**src/rtl/pwp_pkg.sv**
```systemverilog
package pwp_pkg;
  typedef enum logic [1:0] {
    ROP_PASS = 2'b00,
    ROP_AND  = 2'b01,
    ROP_OR   = 2'b10,
    ROP_XOR  = 2'b11
  } rop_e;

  typedef enum logic [1:0] {
    WM_DIRECT = 2'd0,
    WM_LATCH  = 2'd1,
    WM_SPLAT  = 2'd2,
    WM_SRMASK = 2'd3
  } wmode_e;
endpackage

```
**src/rtl/pwp_mask_pick.sv**
```systemverilog
module pwp_mask_pick #(
  parameter int BW = 8
) (
  input  logic          [BW-1:0] cpu_byte,
  input  logic          [BW-1:0] std_mask,
  input  logic          [1:0]    mw_ctrl,
  input  logic          [BW-1:0] mw_mask,
  input  pwp_pkg::wmode_e        mode,
  output logic          [BW-1:0] eff_mask,
  output logic                   mw_on,
  output logic                   std_full
);
  logic [BW-1:0] sel_mask;

  always_comb begin
    mw_on    = mw_ctrl[0];
    std_full = &std_mask;
    if (!mw_ctrl[0])     sel_mask = std_mask;
    else if (mw_ctrl[1]) sel_mask = cpu_byte;
    else                 sel_mask = mw_mask;
    // write mode 3 filters the selected mask with the host byte
    eff_mask = (mode == pwp_pkg::WM_SRMASK) ? (sel_mask & cpu_byte) : sel_mask;
  end
endmodule

```
**src/rtl/pwp_plane_lane.sv**
```systemverilog
module pwp_plane_lane #(
  parameter int BW = 8
) (
  input  logic          [BW-1:0] cpu_byte,
  input  logic                   cpu_bit,
  input  logic                   sr_bit,
  input  logic                   sr_on,
  input  logic          [BW-1:0] latch_b,
  input  logic          [BW-1:0] vram_b,
  input  logic          [BW-1:0] mask,
  input  pwp_pkg::wmode_e        mode,
  input  pwp_pkg::rop_e          rop,
  input  logic                   mw_on,
  input  logic                   shortcut,
  input  logic                   active,
  input  logic                   enabled,
  output logic                   we,
  output logic          [BW-1:0] data
);
  logic [BW-1:0] base;
  logic [BW-1:0] src;
  logic [BW-1:0] merged;

  always_comb begin
    base = mw_on ? vram_b : latch_b;
    unique case (mode)
      pwp_pkg::WM_DIRECT: src = sr_on ? {BW{sr_bit}} : cpu_byte;
      pwp_pkg::WM_SPLAT:  src = {BW{cpu_bit}};
      pwp_pkg::WM_SRMASK: src = {BW{sr_bit}};
      default:            src = latch_b;
    endcase
    unique case (rop)
      pwp_pkg::ROP_AND: merged = (src | ~mask) & base;
      pwp_pkg::ROP_OR:  merged = (src & mask) | base;
      pwp_pkg::ROP_XOR: merged = (src & mask) ^ base;
      default:          merged = (src & mask) | (base & ~mask);
    endcase
    if (!active) begin
      we   = 1'b0;
      data = '0;
    end else if (shortcut) begin
      we   = 1'b1;
      data = (latch_b & mask) | (vram_b & ~mask);
    end else if (mode == pwp_pkg::WM_LATCH) begin
      we   = enabled;
      data = latch_b;
    end else begin
      we   = enabled;
      data = merged;
    end
  end
endmodule

```
**src/rtl/planar_wr_path.sv**
```systemverilog
module planar_wr_path #(
  parameter int PLANES = 8,
  parameter int BW     = 8
) (
  input  logic                 clk,
  input  logic                 rst_n,
  input  logic                 wr_req,
  input  logic [1:0]           write_mode,
  input  logic [1:0]           rop_sel,
  input  logic [BW-1:0]        cpu_byte,
  input  logic [PLANES-1:0]    sr_val,
  input  logic [PLANES-1:0]    sr_en,
  input  logic [BW-1:0]        std_mask,
  input  logic [1:0]           mw_ctrl,
  input  logic [BW-1:0]        mw_mask,
  input  logic [PLANES-1:0]    plane_en,
  input  logic                 wide_mode,
  input  logic [PLANES*BW-1:0] latch_bus,
  input  logic [PLANES*BW-1:0] vram_bus,
  output logic                 wr_stb,
  output logic [PLANES-1:0]    plane_we,
  output logic [PLANES*BW-1:0] plane_wdata
);
  localparam int NARROW = PLANES / 2;

  logic [1:0]           rst_sync;
  logic                 rst_ok;
  logic [BW-1:0]        eff_mask;
  logic                 mw_on;
  logic                 std_full;
  logic [PLANES-1:0]    lane_act;
  logic [PLANES-1:0]    lane_pen;
  logic                 all_on;
  logic                 shortcut;
  logic [PLANES-1:0]    lane_we;
  logic [PLANES*BW-1:0] lane_wd;
  logic                 stb_d;
  logic [PLANES-1:0]    we_d;
  logic [PLANES*BW-1:0] wd_d;
  pwp_pkg::wmode_e      mode;
  pwp_pkg::rop_e        rop;

  // reset: asserted asynchronously, released on a clock edge
  always_ff @(posedge clk or negedge rst_n) begin
    if (!rst_n) rst_sync <= 2'b00;
    else        rst_sync <= {rst_sync[0], 1'b1};
  end
  assign rst_ok = rst_sync[1];

  assign mode = pwp_pkg::wmode_e'(write_mode);
  assign rop  = pwp_pkg::rop_e'(rop_sel);

  pwp_mask_pick #(.BW(BW)) u_mask (
    .cpu_byte (cpu_byte),
    .std_mask (std_mask),
    .mw_ctrl  (mw_ctrl),
    .mw_mask  (mw_mask),
    .mode     (mode),
    .eff_mask (eff_mask),
    .mw_on    (mw_on),
    .std_full (std_full)
  );

  for (genvar i = 0; i < PLANES; i++) begin : g_lane
    // eight-plane mode reads enable bits in reverse order
    assign lane_act[i] = wide_mode || (i < NARROW);
    assign lane_pen[i] = wide_mode ? plane_en[PLANES-1-i] : plane_en[i];

    pwp_plane_lane #(.BW(BW)) u_lane (
      .cpu_byte (cpu_byte),
      .cpu_bit  (cpu_byte[i % BW]),
      .sr_bit   (sr_val[i]),
      .sr_on    (sr_en[i]),
      .latch_b  (latch_bus[i*BW +: BW]),
      .vram_b   (vram_bus[i*BW +: BW]),
      .mask     (eff_mask),
      .mode     (mode),
      .rop      (rop),
      .mw_on    (mw_on),
      .shortcut (shortcut),
      .active   (lane_act[i]),
      .enabled  (lane_pen[i]),
      .we       (lane_we[i]),
      .data     (lane_wd[i*BW +: BW])
    );
  end

  always_comb begin
    all_on   = &(lane_pen | ~lane_act);
    shortcut = mw_on && (mode == pwp_pkg::WM_DIRECT) && all_on && !std_full;
    stb_d    = wr_req;
    we_d     = wr_req ? lane_we : '0;
    wd_d     = wr_req ? lane_wd : plane_wdata;
  end

  always_ff @(posedge clk or negedge rst_ok) begin
    if (!rst_ok) begin
      wr_stb      <= 1'b0;
      plane_we    <= '0;
      plane_wdata <= '0;
    end else begin
      wr_stb      <= stb_d;
      plane_we    <= we_d;
      plane_wdata <= wd_d;
    end
  end
endmodule

```
**config.mk**
```make
export PLATFORM = sky130hd
export DESIGN_NAME = planar_wr_path
export DESIGN_NICKNAME = d
export VERILOG_FILES = /design/src/rtl/pwp_pkg.sv /design/src/rtl/pwp_mask_pick.sv /design/src/rtl/pwp_plane_lane.sv /design/src/rtl/planar_wr_path.sv
export SDC_FILE = /design/constraint.sdc
export NUM_CORES = 1
export LEC_CHECK = 0
export ABC_CLOCK_PERIOD_IN_PS = 2300
export BUFFER_PORTS_ARGS = -buffer_cell sky130_fd_sc_hd__buf_2
export CORE_ASPECT_RATIO = 0.5
export CORE_MARGIN = 2
export CORE_UTILIZATION = 30
export CTS_CLUSTER_SIZE = 20
export DETAILED_ROUTE_END_ITERATION = 8
export PLACE_DENSITY_LB_ADDON = 0.3
export SYNTH_ARGS = -nofsm -noshare
export SYNTH_HDL_FRONTEND = slang
export SYNTH_SLANG_ARGS = --single-unit
```
**constraint.sdc**
```tcl
create_clock -name clk -period 2.3 [get_ports clk]
set_input_delay 0.115 -clock clk [delete_from_list [all_inputs] [get_ports clk]]
set_output_delay 0.115 -clock clk [all_outputs]
set_load 0.02 [all_outputs]
```
==> impl_metrics.tcl, run 1 <==
set metrics [dict create \
    grt_usage_pct 23.8 \
    critPathKind "in -> reg" \
    drt-wirelength-per-cell_um 22.1 \
    drive_gt1_share_pct 33.0 \
    ys_warn_count 0 \
    cts_num_sinks 75 \
    synth_cell_type_count 56 \
    cts_tree "yes" \
    worstPathArrival_ps 2230 \
    syn2layout_area_growth_pct 25.7 \
    grt_antenna_before_repair 17 \
    tightestPinTransition_ps 1160 \
    yosysSeqAreaShare_pct 20.7 \
    min_path_type "in -> reg" \
    grt_pass1_vias 10400 \
    clk_latency_ps 360 \
    timing.final.hold_violations 0 \
    synth_area_um2 9080 \
    cts_buffer_depth 2 \
    cp-startpoint "wr_req" \
    drc 0 \
    ys_top_cells_by_count "nand2_1, mux2_2, a22oi_1" \
    synthCells 1149 \
    synthMostInstantiatedCell "nand2_1" \
    p_per_area_nw_per_um2 494 \
    grt_first_pass_wirelength_um 60100 \
    rows 44 \
    setup_tns_ps 0 \
    fmax_ghz 0.511 \
    rsz0062_at_grt "no" \
    crit_fanout 15 \
    routed_wl_um 39300 \
    synth_top_area_share_pct 20.7 \
    io_pins 259 \
    endpoint_kind "flop" \
    synthesis.nets 1335 \
    min_from "plane_en[4]" \
    die_h_um 127 \
    die_x_um 250 \
    fp.dieArea_um2 31800 \
    synth.largest_area_cell "dfrtp_1" \
    cts_resized 0 \
    peakVddDrop_mv 0.375 \
    grt_max_degree 78 \
    reg2reg_slack_ps 1420 \
    start_kind "input port" \
    place_congestion 0.905 \
    fin_nets 1551 \
    hpwl_um 28700 \
    ys_seq_elements 75 \
    clkTransAtPathRegs_ps 70 \
    post-route-period-util_pct 85.1 \
    syn_avg_cell_area_um2 7.91 \
    dp.cells 1743 \
    holdWs_ps 21.8 \
    final-setup-viol-count 0 \
    min_period_ps 1960 \
    slew_headroom_pct 22.7 \
    cap_viol_max_count 0 \
    drt_iter0_drc 972 \
    slew_violations 0 \
    htree_levels 3 \
    overflow 0 \
    num_vias 10800 \
    coreArea_um2 29400 \
    p_leak_nw 5.01 \
    synth_edf_count 0 \
    total_power_mw 5.64 \
    stdcell_count 1776 \
    fillers 3055 \
    ant_nets 0 \
    cts_root_buf "clkbuf_16" \
    viasPerCell 6.06 \
    synth-async-reset-ratio_pct 100 \
    required_ps 2570 \
    synth_area_leaders "dfrtp_1, mux2_2, mux2i_1" \
    status "finished, final reports clean" \
    r2r-start "rst_sync[1]$_DFF_PN0_" \
    start_util_pct 30.9 \
    io_buffer_count 258 \
    finClkSkew_ps 5.74 \
    cts_made_buffers 9 \
    synth_flop_cell "dfrtp_1" \
    utilization_pct 38.8 \
    drt-pass1-iter-count 6 \
]
-- worst paths after layout --
check	endpoint	cells past startpoint
setup reg to reg	plane_wdata[42]$_DFFE_PN0P_	1
hold reg to reg	plane_wdata[22]$_DFFE_PN0P_	0
setup / recovery	plane_wdata[0]$_DFFE_PN0P_	6
hold / removal	plane_we[3]$_DFF_PN0_	3
min in group asynchronous	rst_sync[0]$_DFF_PN0_	2
max in group asynchronous	plane_wdata[42]$_DFFE_PN0P_	1
-- cell usage in the layout, fill, tap and decap left out, types with 5 or more instances in the layout --
cell type	synthesis	layout
a21oi_1	13	13
nor3b_1	9	9
clkbuf_16	0	9
o2bb2ai_1	5	5
o21ai_0	60	60
nor3_1	26	26
and3_1	31	31
a221o_1	18	18
o31ai_1	6	6
a211oi_1	49	49
inv_1	11	11
a221oi_1	9	9
and2_1	9	9
a31oi_1	32	32
dfrtp_1	75	74
nor2_1	52	52
o41ai_1	11	11
nand2_1	153	153
mux2_1	5	5
nor4_1	52	52
buf_4	0	63
mux2_2	87	87
a211o_1	9	9
a22o_1	32	32
a22oi_1	79	79
a221oi_2	6	6
diode_2	0	15
buf_2	43	257
buf_12	0	12
o21a_1	30	30
mux2i_1	70	70
o221ai_1	22	21
o41a_1	13	13
-- kinds of logic (layout without fill, tap and decap cells) --
logic type,Yosys count,count (layout),share of synthesized area (%)
flops,75,75,20.7
compound gates,414,414,34.8
buf+inv,141,362,6.50
mux,164,164,19.4
simple gates,354,354,18.6
other cells,1,16,0.0413
-- cell type report --
cell class | instances | area, µm² | area share (%)
clock inverters | 7 | 73.8 | 0.646
well taps | 391 | 489 | 4.28
diodes | 15 | 37.5 | 0.329
clock buffers | 9 | 225 | 1.97
inverters | 12 | 45.0 | 0.394
multi-input cells | 933 | 6650 | 58.2
flip-flops and latches | 75 | 1880 | 16.5
repair buffers | 334 | 2020 | 17.7
-- what timing repair did --
action	CTS	global route
hold buffers	2	0
setup buffers	0	0
endpoints found under the hold margin	3	0
-- critical path: stages --
cell and delay (ps):
dlygate4sd3_1 520, buf_2 220, inv_2 50, nor2_1 880
o21ai_0 220, o221ai_1 220
-- metal layers --
metal  vias to the layer above  GRT usage (%)  wire length, µm
met5                         -              0               38
met4                         6           10.3             1270
met3                        97           5.11             2580
met2                       405           39.7            18800
met1                      5280           30.0            16600
li1                       4976              -                -
-- metrics by stage --
stage / setup slack [ps] / cell area [µm²]
2_1_floorplan: 56.7 / 9080
3_3_place_gp: 25.0 / 11100
3_5_place_dp: 10.9 / 11100
4_1_cts: 311 / 11400
5_1_grt: 91.8 / 11400
6_report: 342 / 11400
-- sequential cells by signal, indices dropped and copies added (netlist names) --
signal,flops
plane_wdata,64
plane_we,8
rst_sync,2
wr_stb,1
-- power by group --
part | internal (mW) | switching (mW) | total [mW]
sequential | 1.47 | 0.106 | 1.58
clock | 0.848 | 0.683 | 1.53
combinational | 1.04 | 1.49 | 2.53
No activity file was read; power rests on OpenSTA's default activity.
==> run 2, diff against run 1 <==
- CELL_PAD_IN_SITES_DETAIL_PLACEMENT: unset -> 1
- CELL_PAD_IN_SITES_GLOBAL_PLACEMENT: unset -> 1
==> run 2 against run 1 <==
Core utilization increased by 0.27 points. Combinational power increased by 4%. Register-to-register slack about the same. Critical path type unchanged. Critical endpoint unchanged. Largest cell class unchanged. Largest power group unchanged.
==> impl_metrics.tcl, run 2 (synthesis gave the netlist of run 1 again) <==
set metrics [dict create \
    crit_slowest_cell "a221oi_1" \
    place_area_um2 11200 \
    cts_made_buffers 9 \
    setup_ws_ps 206 \
    clk_latency_ps 380 \
    worstHoldPathCells 3 \
    utilization_pct 39.1 \
    fp.dieArea_um2 31800 \
    combPwrFrac_pct 45.3 \
    cts_buffer_depth 2 \
    fin_nets 1557 \
    final_common_cell "buf_2" \
    grt_first_pass_wirelength_um 67600 \
    r2r_end "plane_wdata[4]$_DFFE_PN0P_" \
    endpoint_kind "flop" \
    grt_pass1_vias 11700 \
    r2r-start "plane_wdata[4]$_DFFE_PN0P_" \
    die_x_um 250 \
    rows 44 \
    fmax_ghz 0.478 \
    cts_tree "yes" \
    num_vias 11100 \
    cts_resized 0 \
    p_int_mw 3.39 \
    drt-pass1-iter-count 5 \
    cts_num_sinks 75 \
    io_buffer_count 258 \
    final-setup-viol-count 0 \
    slew_violations 0 \
    coreArea_um2 29400 \
    min_to "plane_we[3]$_DFF_PN0_" \
    peakVddDrop_mv 0.435 \
    p_sw_share_pct 41.6 \
    grt_antenna_before_repair 5 \
    slew_headroom_pct 44.6 \
    post-route-period-util_pct 91.0 \
    place_congestion 0.873 \
    postLayoutCellArea_um2 11500 \
    pwr-share-clk_pct 27.3 \
    min_path_type "in -> reg" \
    start_util_pct 30.9 \
    crit_fanout 13 \
    reg2reg_depth 1 \
    cap_viol_max_count 0 \
    status "finished, final reports clean" \
    htree_levels 3 \
    grt_usage_pct 27.3 \
    p_leak_nw 5.05 \
    mostFrequentLayoutCells "buf_2, nand2_1, mux2_2, a22oi_1, dfrtp_1" \
    min_period_ps 2090 \
    grt_max_degree 83 \
    viasPerCell 6.26 \
    overflow 0 \
    start_kind "input port" \
    switching_power_mw 2.42 \
    drt_iter0_drc 839 \
    drt-wirelength-per-cell_um 25.0 \
    timing.final.hold_violations 0 \
    drive_gt1_share_pct 33.4 \
    holdWs_ps 21.6 \
    routed_wl_um 44300 \
    reg2reg_slack_ps 1410 \
    drc 0 \
    largest_register "plane_wdata" \
    pre_cts_slack_ps -102 \
    rsz0062_at_grt "no" \
    cts_root_buf "clkbuf_16" \
    largest_reg_flops 64 \
    reg_top3 "plane_wdata (64), plane_we (8), rst_sync (2)" \
    min_from "plane_en[3]" \
    tightestPinTransition_ps 831 \
    path_cells "buf_2, buf_4, mux2_1, a221oi_1, buf_4, o21ai_0, o21ai_0, o21a_1, o221ai_1" \
    finClkSkew_ps 8.16 \
    power_frac_seq_pct 27.3 \
    clkTransAtPathRegs_ps 70 \
    crit_buf_inv 3 \
    worstPathArrival_ps 2330 \
    critPathMaxStageDelay_ps 570 \
    path_delay_family "compound AO/OA/AOI/OAI gates" \
    syn2layout_area_growth_pct 26.6 \
    io_pins 259 \
    required_ps 2540 \
    ant_nets 0 \
    fillers 3601 \
    critPathKind "in -> reg" \
    hpwl_um 31800 \
    die_h_um 127 \
    p_per_area_nw_per_um2 504 \
]
[run 2: final cells by class]
| class | instances | area (µm²) | area share [%] |
|---|---|---|---|
| diodes | 5 | 12.5 | 0.109 |
| clock buffers | 9 | 225 | 1.96 |
| well taps | 391 | 489 | 4.25 |
| flip-flops and latches | 75 | 1880 | 16.4 |
| repair buffers | 340 | 2110 | 18.4 |
| inverters | 12 | 45.0 | 0.392 |
| multi-input cells | 933 | 6660 | 57.9 |
| clock inverters | 7 | 77.6 | 0.675 |
[run 2: how the worst max path moves through the flow]
stage                     cells after the start  slack [ps]             startpoint                     endpoint
after floorplan                               0          60  rst_sync[1]$_DFF_PN0_   plane_wdata[0]$_DFFE_PN0P_
after global placement                        9         -20          write_mode[0]   plane_wdata[0]$_DFFE_PN0P_
after detailed placement                      8        -100          write_mode[0]  plane_wdata[13]$_DFFE_PN0P_
after CTS                                     9         270          write_mode[0]   plane_wdata[0]$_DFFE_PN0P_
after global routing                          9         100          write_mode[0]   plane_wdata[0]$_DFFE_PN0P_
final                                         9         210          write_mode[0]   plane_wdata[0]$_DFFE_PN0P_
[run 2: tightest hold or removal path, cell delays in order]
cell	delay, ps
buf_2	100
mux2i_1	60
nor2_1	80
[run 2: repair_timing]
| action | 4_1_cts | 5_1_grt |
|---|---|---|
| buffers inserted | 0 | 0 |
| endpoints found under the hold margin | 3 | 0 |
| hold buffers | 2 | 0 |
| endpoints found under the setup margin | 0 | 0 |
[run 2: per-stage QoR]
stage	total power [mW]	cells	TNS (ps)
after floorplan	3.15	1149	0
after global placement	4.10	1749	-24.0
after detailed placement	4.20	1749	-419
after CTS	5.80	1767	0
after global routing	6.06	1772	0
final	5.80	1772	0
[run 2: layer usage]
layer	wire length, µm	track usage (%)	up-vias
met2	21000	46.6	362
met1	19800	34.7	5660
li1	-	-	4977
met4	1410	10.8	0
met3	2120	4.24	93
met5	0	0	-
[run 2: power groups by stage]
stage | clock, mW | combinational, mW | sequential [mW]
after CTS | 1.61 | 2.61 | 1.59
after global placement | 0 | 2.49 | 1.61
after floorplan | 0 | 1.37 | 1.79
after detailed placement | 0 | 2.59 | 1.61
final | 1.59 | 2.63 | 1.58
after global routing | 1.64 | 2.82 | 1.60
==> run 3, diff against run 2 <==
- CORE_MARGIN: 2 -> unset
- PLACE_DENSITY_LB_ADDON: 0.3 -> 0.08
==> run 3 against run 2 <==
Sequential power about the same. Sequential cell count stayed put. Final cell count is 0.28% higher. Largest power group unchanged. Clock power is 14% higher. Maximum frequency is 0.99% lower. Sequential share of layout area is 0.23 points lower. Clock-buffer cell count unchanged. Combinational power hardly changed. Cell area increased by 1.4%. Wire length decreased by 0.47%. Worst hold slack got worse by 2.6 ps. Global-route usage up 1.0 points.
==> impl_metrics.tcl, run 3 (synthesis gave the netlist of run 1 again) <==
set metrics [dict create \
    num_vias 11000 \
    grt_pass1_vias 11100 \
    drt-pass1-iter-count 5 \
    holdWs_ps 19.0 \
    endpoint_kind "flop" \
    p_per_area_nw_per_um2 519 \
    total_power_mw 6.06 \
    ant_nets 0 \
    start_kind "input port" \
    place_congestion 0.834 \
    clkTransAtPathRegs_ps 70 \
    drc 0 \
    cts_root_buf "clkbuf_16" \
    die_x_um 248 \
    stdcell_count 1777 \
    cts_num_sinks 75 \
    cts_resized 0 \
    mostFrequentLayoutCells "buf_2, nand2_1, mux2_2, a22oi_1, dfrtp_1" \
    utilization_pct 39.7 \
    min_period_ps 2110 \
    status "finished, final reports clean" \
    grt_usage_pct 28.3 \
    clk_latency_ps 380 \
    drt_iter0_drc 741 \
    coreArea_um2 29400 \
    post-route-period-util_pct 91.9 \
    critPathKind "in -> reg" \
    finClkSkew_ps 6.99 \
    largest_reg_flops 64 \
    rows 44 \
    tightestPinTransition_ps 1020 \
    syn2layout_area_growth_pct 28.4 \
    final-setup-viol-count 0 \
    io_buffer_count 258 \
    grt_max_degree 69 \
    cts_made_buffers 9 \
    crit_fanout 14 \
    required_ps 2570 \
    fmax_ghz 0.473 \
    post_cts_buffers 0 \
    drive_gt1_share_pct 33.4 \
    start_util_pct 30.9 \
    final_common_cell "buf_2" \
    grt_first_pass_wirelength_um 67000 \
    routed_wl_um 44100 \
    timing.final.hold_violations 0 \
    rsz0062_at_grt "no" \
    drt-wirelength-per-cell_um 24.8 \
    grt_antenna_before_repair 2 \
    viasPerCell 6.17 \
    reg_top3 "plane_wdata (64), plane_we (8), rst_sync (2)" \
    worstPathArrival_ps 2390 \
    dp.cells 1753 \
    cts_buffer_depth 2 \
    peakVddDrop_mv 0.415 \
    htree_levels 3 \
    min_path_type "in -> reg" \
    die_h_um 125 \
    p_leak_nw 5.14 \
    slew_headroom_pct 32.2 \
    largest_register "plane_wdata" \
    cap_viol_max_count 0 \
    fp.dieArea_um2 31000 \
    io_pins 259 \
    overflow 0 \
    hpwl_um 31300 \
    cts_tree "yes" \
    fin_nets 1566 \
    slew_violations 0 \
]
[run 3: cell count changes in the layout (fill, tap and decap cells not counted), moves of 2 or more]
cell / previous run / this run
buf_12: 16 / 20
bufinv_16: 1 / 3
clkinv_4: 3 / 0
diode_2: 5 / 1
dlygate4sd3_1: 2 / 7
inv_6: 1 / 3
[run 3: routing by layer]
metal,track usage [%],wire length (µm)
met5,0,13
met4,8.29,941
met3,5.00,2270
met2,44.3,20000
met1,39.4,20900
[run 3: final cells by class]
type	count	area, µm²
fillers	3601	17700
multi-input cells	933	6660
repair buffers	349	2240
flip-flops and latches	75	1880
well taps	391	489
clock buffers	9	225
clock inverters	7	121
inverters	12	45.0
diodes	1	2.50
[run 3: worst paths after layout]
kind	startpoint	endpoint	slack (ps)	cells after the start
worst max-delay path	write_mode[0]	plane_wdata[63]$_DFFE_PN0P_	190	8
worst min-delay path	plane_en[5]	plane_we[2]$_DFF_PN0_	20	3
worst max register to register	plane_wdata[12]$_DFFE_PN0P_	plane_wdata[12]$_DFFE_PN0P_	1360	1
worst min register to register	rst_sync[1]$_DFF_PN0_	plane_we[3]$_DFF_PN0_	230	0
max in group asynchronous	rst_sync[1]$_DFF_PN0_	plane_wdata[44]$_DFFE_PN0P_	1380	1
min in group asynchronous	rst_n	rst_sync[1]$_DFF_PN0_	70	2
[run 3: metrics by stage]
step / setup TNS (ps) / area [µm²] / setup WS, ps
3_3_place_gp: -302 / 11200 / -144
4_1_cts: 0 / 11700 / 216
3_5_place_dp: -374 / 11200 / -195
2_1_floorplan: 0 / 9080 / 56.7
6_report: 0 / 11700 / 185
5_1_grt: 0 / 11700 / 87.7
[run 3: repair_timing]
| action | in CTS | in global routing |
|---|---|---|
| setup endpoints to repair | 0 | 0 |
| hold buffers | 7 | 0 |
| hold endpoints to repair | 8 | 0 |
[run 3: critical path, cell delays in order]
cell	delay [ps]
buf_2	320
mux2_1	440
a221oi_1	640
buf_4	240
o21ai_0	70
a211oi_1	250
o21ai_0	110
a22o_1	200
[run 3: where the power goes]
group          internal [mW]  switching [mW]  total, mW
combinational           1.09            1.56       2.65
sequential              1.47           0.108       1.58
clock                   1.07           0.752       1.82
total                   3.63            2.42       6.06
